**config.mk**
```make
export PLATFORM = sky130hd
export DESIGN_NAME = clk_gate_ctrl
export DESIGN_NICKNAME = d
export VERILOG_FILES = /design/src/rtl/clkgate_pkg.sv /design/src/rtl/clkgate_regs.sv /design/src/rtl/clkgate_cpu_fsm.sv /design/src/rtl/clkgate_gate.sv /design/src/rtl/clk_gate_ctrl.sv
export SDC_FILE = /design/constraint.sdc
export NUM_CORES = 1
export LEC_CHECK = 0
export CORE_MARGIN = 3
export CORE_UTILIZATION = 43
export DETAILED_ROUTE_END_ITERATION = 8
export HOLD_SLACK_MARGIN = 0.03
export PLACE_DENSITY = 0.8
export SLEW_MARGIN = 0
export SYNTH_ARGS = -nofsm -noshare
export SYNTH_HDL_FRONTEND = slang
export SYNTH_SLANG_ARGS = --single-unit
```
**constraint.sdc**
```tcl
create_clock -name clk -period 1.11 [get_ports clk]
set_input_delay 0.1665 -clock clk [delete_from_list [all_inputs] [get_ports clk]]
set_output_delay 0.1665 -clock clk [all_outputs]
set_load 0.05 [all_outputs]
```
**src/rtl/clkgate_pkg.sv**
```systemverilog
package clkgate_pkg;
   localparam int unsigned ADDR_W = 3;

   typedef enum logic [ADDR_W-1:0] {
      REG_CPU_STOP = 3'd0,
      REG_CPU_STAT = 3'd1,
      REG_PER_SET  = 3'd2,
      REG_PER_CLR  = 3'd3,
      REG_PER_STAT = 3'd4
   } reg_sel_e;

   typedef enum logic [1:0] {
      CPU_RUN   = 2'd0,
      CPU_DRAIN = 2'd1,
      CPU_IDLE  = 2'd2
   } cpu_st_e;
endpackage

```
**src/rtl/clkgate_regs.sv**
```systemverilog
module clkgate_regs
   import clkgate_pkg::*;
#(
   parameter int unsigned N_PERIPH = 32,
   parameter int unsigned DATA_W   = 32
) (
   input  logic              clk,
   input  logic              rst_n,
   input  logic              bus_wr,
   input  logic [ADDR_W-1:0] bus_addr,
   input  logic [DATA_W-1:0] bus_wdata,
   input  logic              cpu_running,
   output logic [DATA_W-1:0] bus_rdata,
   output logic              stop_req,
   output logic [N_PERIPH-1:0] per_stat
);
   logic [N_PERIPH-1:0] set_mask, clr_mask;

   assign set_mask = (bus_wr && bus_addr == REG_PER_SET) ? bus_wdata[N_PERIPH-1:0] : '0;
   assign clr_mask = (bus_wr && bus_addr == REG_PER_CLR) ? bus_wdata[N_PERIPH-1:0] : '0;
   assign stop_req = bus_wr && (bus_addr == REG_CPU_STOP) && bus_wdata[0];

   // clear takes priority over set on any shared bit
   always_ff @(posedge clk or negedge rst_n) begin
      if (!rst_n) per_stat <= '0;
      else        per_stat <= (per_stat | set_mask) & ~clr_mask;
   end

   always_comb begin
      bus_rdata = '0;
      unique case (bus_addr)
         REG_PER_STAT: bus_rdata[N_PERIPH-1:0] = per_stat;
         REG_CPU_STAT: bus_rdata[0]            = cpu_running;
         default:      bus_rdata               = '0;
      endcase
   end

   a_r2_set_raises: assert property (@(posedge clk) disable iff (!rst_n)
      (bus_wr && bus_addr == REG_PER_SET)
      |=> ((per_stat & $past(bus_wdata[N_PERIPH-1:0])) == $past(bus_wdata[N_PERIPH-1:0])));

   a_r3_clear_drops: assert property (@(posedge clk) disable iff (!rst_n)
      (bus_wr && bus_addr == REG_PER_CLR)
      |=> ((per_stat & $past(bus_wdata[N_PERIPH-1:0])) == '0));

   a_r3_no_bus_no_change: assert property (@(posedge clk) disable iff (!rst_n)
      !bus_wr |=> $stable(per_stat));
endmodule

```
**src/rtl/clkgate_cpu_fsm.sv**
```systemverilog
module clkgate_cpu_fsm
   import clkgate_pkg::*;
(
   input  logic clk,
   input  logic rst_n,
   input  logic stop_req,
   input  logic insn_done,
   input  logic wake_irq,
   input  logic wake_fiq,
   output logic running
);
   cpu_st_e st, st_nx;
   logic    wake;

   assign wake = wake_irq | wake_fiq;

   always_comb begin
      st_nx = st;
      unique case (st)
         CPU_RUN:   if (stop_req && !wake) st_nx = CPU_DRAIN;
         CPU_DRAIN: if (wake)              st_nx = CPU_RUN;
                    else if (insn_done)    st_nx = CPU_IDLE;
         CPU_IDLE:  if (wake)              st_nx = CPU_RUN;
         default:                          st_nx = CPU_RUN;
      endcase
   end

   always_ff @(posedge clk or negedge rst_n) begin
      if (!rst_n) st <= CPU_RUN;
      else        st <= st_nx;
   end

   assign running = (st != CPU_IDLE);

   a_r5_stop_needs_done: assert property (@(posedge clk) disable iff (!rst_n)
      $fell(running) |-> $past(insn_done));

   a_r6_wake_from_idle: assert property (@(posedge clk) disable iff (!rst_n)
      (!running && (wake_irq || wake_fiq)) |=> running);

   a_r7_wake_cancels_stop: assert property (@(posedge clk) disable iff (!rst_n)
      (running && (wake_irq || wake_fiq)) |=> running);
endmodule

```
**src/rtl/clkgate_gate.sv**
```systemverilog
module clkgate_gate #(
   parameter int unsigned N_PERIPH     = 32,
   parameter bit          GATE_ON_FALL = 1'b1
) (
   input  logic                clk,
   input  logic                rst_n,
   input  logic                cpu_run,
   input  logic [N_PERIPH-1:0] per_stat,
   output logic                cpu_clk_en,
   output logic [N_PERIPH-1:0] per_clk_en
);
   if (GATE_ON_FALL) begin : g_fall
      always_ff @(negedge clk or negedge rst_n) begin
         if (!rst_n) cpu_clk_en <= 1'b1;
         else        cpu_clk_en <= cpu_run;
      end
      for (genvar i = 0; i < N_PERIPH; i++) begin : g_bit
         always_ff @(negedge clk or negedge rst_n) begin
            if (!rst_n) per_clk_en[i] <= 1'b0;
            else        per_clk_en[i] <= per_stat[i];
         end
      end
   end else begin : g_pass
      assign cpu_clk_en = cpu_run;
      assign per_clk_en = per_stat;
   end
endmodule

```
**src/rtl/clk_gate_ctrl.sv**
```systemverilog
module clk_gate_ctrl
   import clkgate_pkg::*;
#(
   parameter int unsigned N_PERIPH     = 32,
   parameter int unsigned DATA_W       = 32,
   parameter bit          GATE_ON_FALL = 1'b1
) (
   input  logic                clk,
   input  logic                rst_n,
   input  logic                bus_wr,
   input  logic [2:0]          bus_addr,
   input  logic [DATA_W-1:0]   bus_wdata,
   output logic [DATA_W-1:0]   bus_rdata,
   input  logic                insn_done,
   input  logic                wake_irq,
   input  logic                wake_fiq,
   output logic                cpu_clk_en,
   output logic [N_PERIPH-1:0] per_clk_en
);
   if (N_PERIPH < 1 || N_PERIPH > DATA_W) begin : g_bad_cfg
      $error("clk_gate_ctrl: N_PERIPH must be 1..DATA_W");
   end
   if (ADDR_W != 3) begin : g_bad_addr
      $error("clk_gate_ctrl: address width mismatch");
   end

   logic                stop_req;
   logic                running;
   logic [N_PERIPH-1:0] per_stat;

   clkgate_regs #(.N_PERIPH(N_PERIPH), .DATA_W(DATA_W)) u_regs (
      .clk(clk), .rst_n(rst_n), .bus_wr(bus_wr), .bus_addr(bus_addr),
      .bus_wdata(bus_wdata), .cpu_running(running), .bus_rdata(bus_rdata),
      .stop_req(stop_req), .per_stat(per_stat)
   );

   clkgate_cpu_fsm u_fsm (
      .clk(clk), .rst_n(rst_n), .stop_req(stop_req), .insn_done(insn_done),
      .wake_irq(wake_irq), .wake_fiq(wake_fiq), .running(running)
   );

   clkgate_gate #(.N_PERIPH(N_PERIPH), .GATE_ON_FALL(GATE_ON_FALL)) u_gate (
      .clk(clk), .rst_n(rst_n), .cpu_run(running), .per_stat(per_stat),
      .cpu_clk_en(cpu_clk_en), .per_clk_en(per_clk_en)
   );
endmodule

```
==> results of run 1 <==
## logic make-up after synthesis
| family | after synthesis |
|---|---|
| compound gates | 5 |
| buf+inv | 46 |
| flops | 67 |
| mux | 31 |
| simple gates | 71 |
## timing repair
item	in CTS
hold buffers	1
pin swaps	2
setup buffers	25
endpoints found under the hold margin	28
resized for setup	51
endpoints found under the setup margin	113
cloned	3
## metrics by stage
step	cells	setup WS, ns	hold slack (ns)	utilization (%)
3_3_place_gp	432	-0.415	0.0448	85.8
2_1_floorplan	220	-0.267	-0.129	-
4_1_cts	477	-0.657	0.298	95.9
3_5_place_dp	432	-0.476	0.0486	85.8
==> flow_summary.yaml, run 1 <==
floorplan:
  io_pins: 106
  start_util_pct: 46.0
  die_y_um: 84.2
  fp-row-count: 27
  chipWidth_um: 84.2
logic_synthesis:
  synth-simple-area-share_pct: 14.8
  ys_seq_area_share_pct: 63.9
  avgSynthCellArea_um2: 11.9
  synth.distinct_cells: 23
  synth.area.top_cells: "dfrtp_1 32%, dfrtn_1 30%, mux2i_1 12%"
  yosysWarnings: 0
  netlist_instances: 220
  async_reset_ff_share_pct: 100
  synth_commonest_cells: "34 x dfrtp_1, 32 x dfrtn_1, 32 x inv_1, 31 x and3_1, 31 x mux2i_1"
  synth_xor_area_share_pct: 0
  synthMuxAreaShare_pct: 11.8
  synthesis.area_mm2: 0.00263
  synth_top_family_by_area: "simple AND/OR/NAND/NOR gates"
  synth_fa_ha_area_share_pct: 0
  synth.top_cell.area_share_pct: 32.4
  yosysMostFrequentCell: "dfrtp_1"
  synth_top_flop_cell: "dfrtp_1"
  synth_largest_area_cell: "dfrtp_1"
  synth_edf_count: 0
  synth_compound_area_share_pct: 1.10
  synth-seq-cells: 67
  syn_nets: 261
placed_design:
  dpl_cell_area_mm2: 0.00490
  dp_hpwl_um: 5790
  portBuffers: 105
  place_congestion: 0.744
clocking:
  cts_sinks: 67
  h-tree-depth: 3
  cts_max_path_buffers: 2
  cts_buffers: 9
  cts_root_buffer: "clkbuf_8"
outcome:
  outcome: "aborted with a tool error"
  firstError: "[ERROR DPL-0038] Utilization greater than 100%, impossible to legalize"
  lastStage: "5_1_grt"
global_routing:
  grt_max_degree: 25
sta:
  postGrtWorstEndpoint: "cpu_clk_en"
  worstEndpointType: "primary output"
==> run 2, diff against run 1 <==
--- a/config.mk
+++ b/config.mk
@@ -6,10 +6,9 @@
 export NUM_CORES = 1
 export LEC_CHECK = 0
 export CORE_MARGIN = 3
-export CORE_UTILIZATION = 43
+export CORE_UTILIZATION = 40
 export DETAILED_ROUTE_END_ITERATION = 8
-export HOLD_SLACK_MARGIN = 0.03
-export PLACE_DENSITY = 0.8
+export PLACE_DENSITY_LB_ADDON = 0.15
 export SLEW_MARGIN = 0
 export SYNTH_ARGS = -nofsm -noshare
 export SYNTH_HDL_FRONTEND = slang
==> run 2 against run 1 <==
  * The flow now finishes, with violations (hold timing, setup timing)
  * Synthesized cell count unchanged
  * Area after synthesis is the same
==> flow_summary.yaml, run 2 <==
sta:
  hold_viol: 1
  fin_hold_ws_ns: -0.00473
  rsz0062_at_grt: "true"
  skew_ns: 0.0353
  maxSlewViolCount: 0
  slew-limit-headroom_pct: 73.8
  worst_slack_ns: -0.648
  worst_pin_slew_ns: 0.391
  setup_viol: 99
routing:
  drc_errors: 0
  via_per_inst: 5.06
  dr.pass1.iters: 4
  wl_per_cell_um: 21.6
  drtIter0Drc: 109
  wl_um: 10500
  via_count: 2468
  drtAntennaViolNets: 0
setup_path:
  critPathMaxFanout: 1
  arrival_ns: 1.59
  worstReg2RegEnd: "u_gate.per_clk_en[21]"
  crit_path_top_delay_cell: "dfstp_2"
  cpLargestDelayFamily: "flip-flops"
  crit_required_ns: 0.94
  critical_path_class: "reg -> out"
  crit_chain: "buf_12"
  crit_buf_inv: 1
  r2r_start: "u_regs.per_stat[21]"
  slowest_delay_ns: 0.53
  endpoint_kind: "primary output"
  critPathLaunchType: "register"
  ff2ff_path_depth: 1
  r2r_slack_ns: -0.15
clocking:
  insertion_delay_ns: 0.37
  cts_root_buffer: "clkbuf_8"
  cts_max_path_buffers: 2
  h-tree-depth: 3
  cts_buffers: 9
  path_clk_slew_ns: 0.08
  cts_sinks: 67
  tritoncts: "yes"
logic_synthesis:
  synth_commonest_cells: "34 x dfrtp_1, 32 x dfrtn_1, 32 x inv_1, 31 x and3_1, 31 x mux2i_1"
  synth_edf_count: 0
  synth.top_cell.area_share_pct: 32.4
  yosysWarnings: 0
  yosysMostFrequentCell: "dfrtp_1"
  async_reset_ff_share_pct: 100
  synth-seq-cells: 67
  synth.distinct_cells: 23
  ys_seq_area_share_pct: 63.9
  avgSynthCellArea_um2: 11.9
  syn_nets: 261
  synth_largest_area_cell: "dfrtp_1"
  netlist_instances: 220
  synth.area.top_cells: "dfrtp_1 32%, dfrtn_1 30%, mux2i_1 12%"
  synthesis.area_mm2: 0.00263
  synth_top_flop_cell: "dfrtp_1"
cells_and_area:
  antennaDiodeCount: 0
  nets: 449
  num-fill-cells: 207
  largestRegisters: "u_gate.per_clk_en x32, u_regs.per_stat x32, u_fsm.st x2"
  final_common_cell: "buf_12"
  final_cell_mix: "72 x buf_12, 43 x buf_6, 35 x clkdlybuf4s50_1"
  drive_above_1_share_pct: 50.6
  layout.cells.non_filler: 488
  area_growth_pct: 114
floorplan:
  core_area_mm2: 0.00613
  die_area_mm2: 0.00757
  chipWidth_um: 87.0
  fp-row-count: 28
  die_y_um: 87.0
  io_pins: 106
  start_util_pct: 42.8
placed_design:
  place_congestion: 0.747
  dp_hpwl_um: 5500
  portBuffers: 105
  dpl.cell_count: 437
global_routing:
  grtUsageTotal_pct: 25.7
  grt-ovfl-total: 0
  grt_pass1_vias: 2588
  grt_pass1_wl_um: 14300
  grt_max_degree: 22
  antenna_found_initial: 0
pwr:
  ir_drop_mv: 1.28
  leakage_nw: 2.77
  power_per_cell_area_mw_per_mm2: 1720
outcome:
  violations: "hold timing, setup timing"
  outcome: "finished with violations"
worst_hold_path:
  min_path_type: "in -> async"
run:
  cap_violations: 0
run 2: repair_timing:
item | 4_1_cts | 5_1_grt
hold buffers | 2 | 0
endpoints found under the setup margin | 111 | 117
buffers inserted | 19 | 11
pin swaps | 3 | 5
hold endpoints to repair | 10 | 0
cloned | 2 | 2
gates resized for setup | 51 | 16
run 2: final cells by class:
class | count | area (um^2) | area share, %
clock buffers | 13 | 149 | 2.65
clock inverters | 4 | 17.5 | 0.312
inverters | 31 | 116 | 2.07
multi-input cells | 107 | 910 | 16.2
flip-flops and latches | 67 | 1680 | 29.9
well taps | 75 | 93.8 | 1.67
repair buffers | 191 | 2650 | 47.2
run 2: per-stage QoR:
stage / setup WS [ns] / TNS, ns / area (um^2) / utilization [%] / total power [mW]
floorplan: -0.267 / -8.82 / 2810 / - / 4.82
global placement: -0.438 / -32.70 / 4920 / 80.2 / 7.00
detailed placement: -0.472 / -33.64 / 4920 / 80.2 / 7.10
CTS: -0.658 / -26.52 / 5430 / 88.5 / 9.26
global route: -0.677 / -30.25 / 5610 / 91.5 / 9.96
finish: -0.648 / -27.96 / 5610 / 91.5 / 9.64
run 2: how the worst max path moves through the flow:
stage                                 start            endpoint  slack [ns]  depth (start not counted)
after floorplan           u_gate.cpu_clk_en          cpu_clk_en       -0.27                          0
after global placement          bus_addr[1]  u_regs.per_stat[3]       -0.44                          5
after detailed placement        bus_addr[1]  u_regs.per_stat[1]       -0.47                          5
after CTS                 u_gate.cpu_clk_en          cpu_clk_en       -0.66                          1
after global routing      u_gate.cpu_clk_en          cpu_clk_en       -0.68                          1
final                     u_gate.cpu_clk_en          cpu_clk_en       -0.65                          1
run 2: power breakdown:
part | switching (mW) | total [mW] | internal, mW
clock network | 0.942 | 1.81 | 0.865
logic | 2.03 | 4.38 | 2.36
registers | 0.463 | 3.45 | 2.98
total | 3.43 | 9.64 | 6.21
run 2: layer usage:
layer	up-vias	routed length, um	global-route usage (%)
met5	-	0	0
met4	0	290	8.07
met3	31	663	7.19
met2	117	5610	44.7
met1	1236	3970	30.8
li1	1084	-	-
run 2: cells by family after synthesis:
family                 synth area share [%]
AND/OR/NAND/NOR                        14.8
flip-flops                             63.9
buffers and inverters                  8.38
multiplexers                           11.8
AO/OA/AOI/OAI                          1.10
Power figures use the tool's default switching activity.
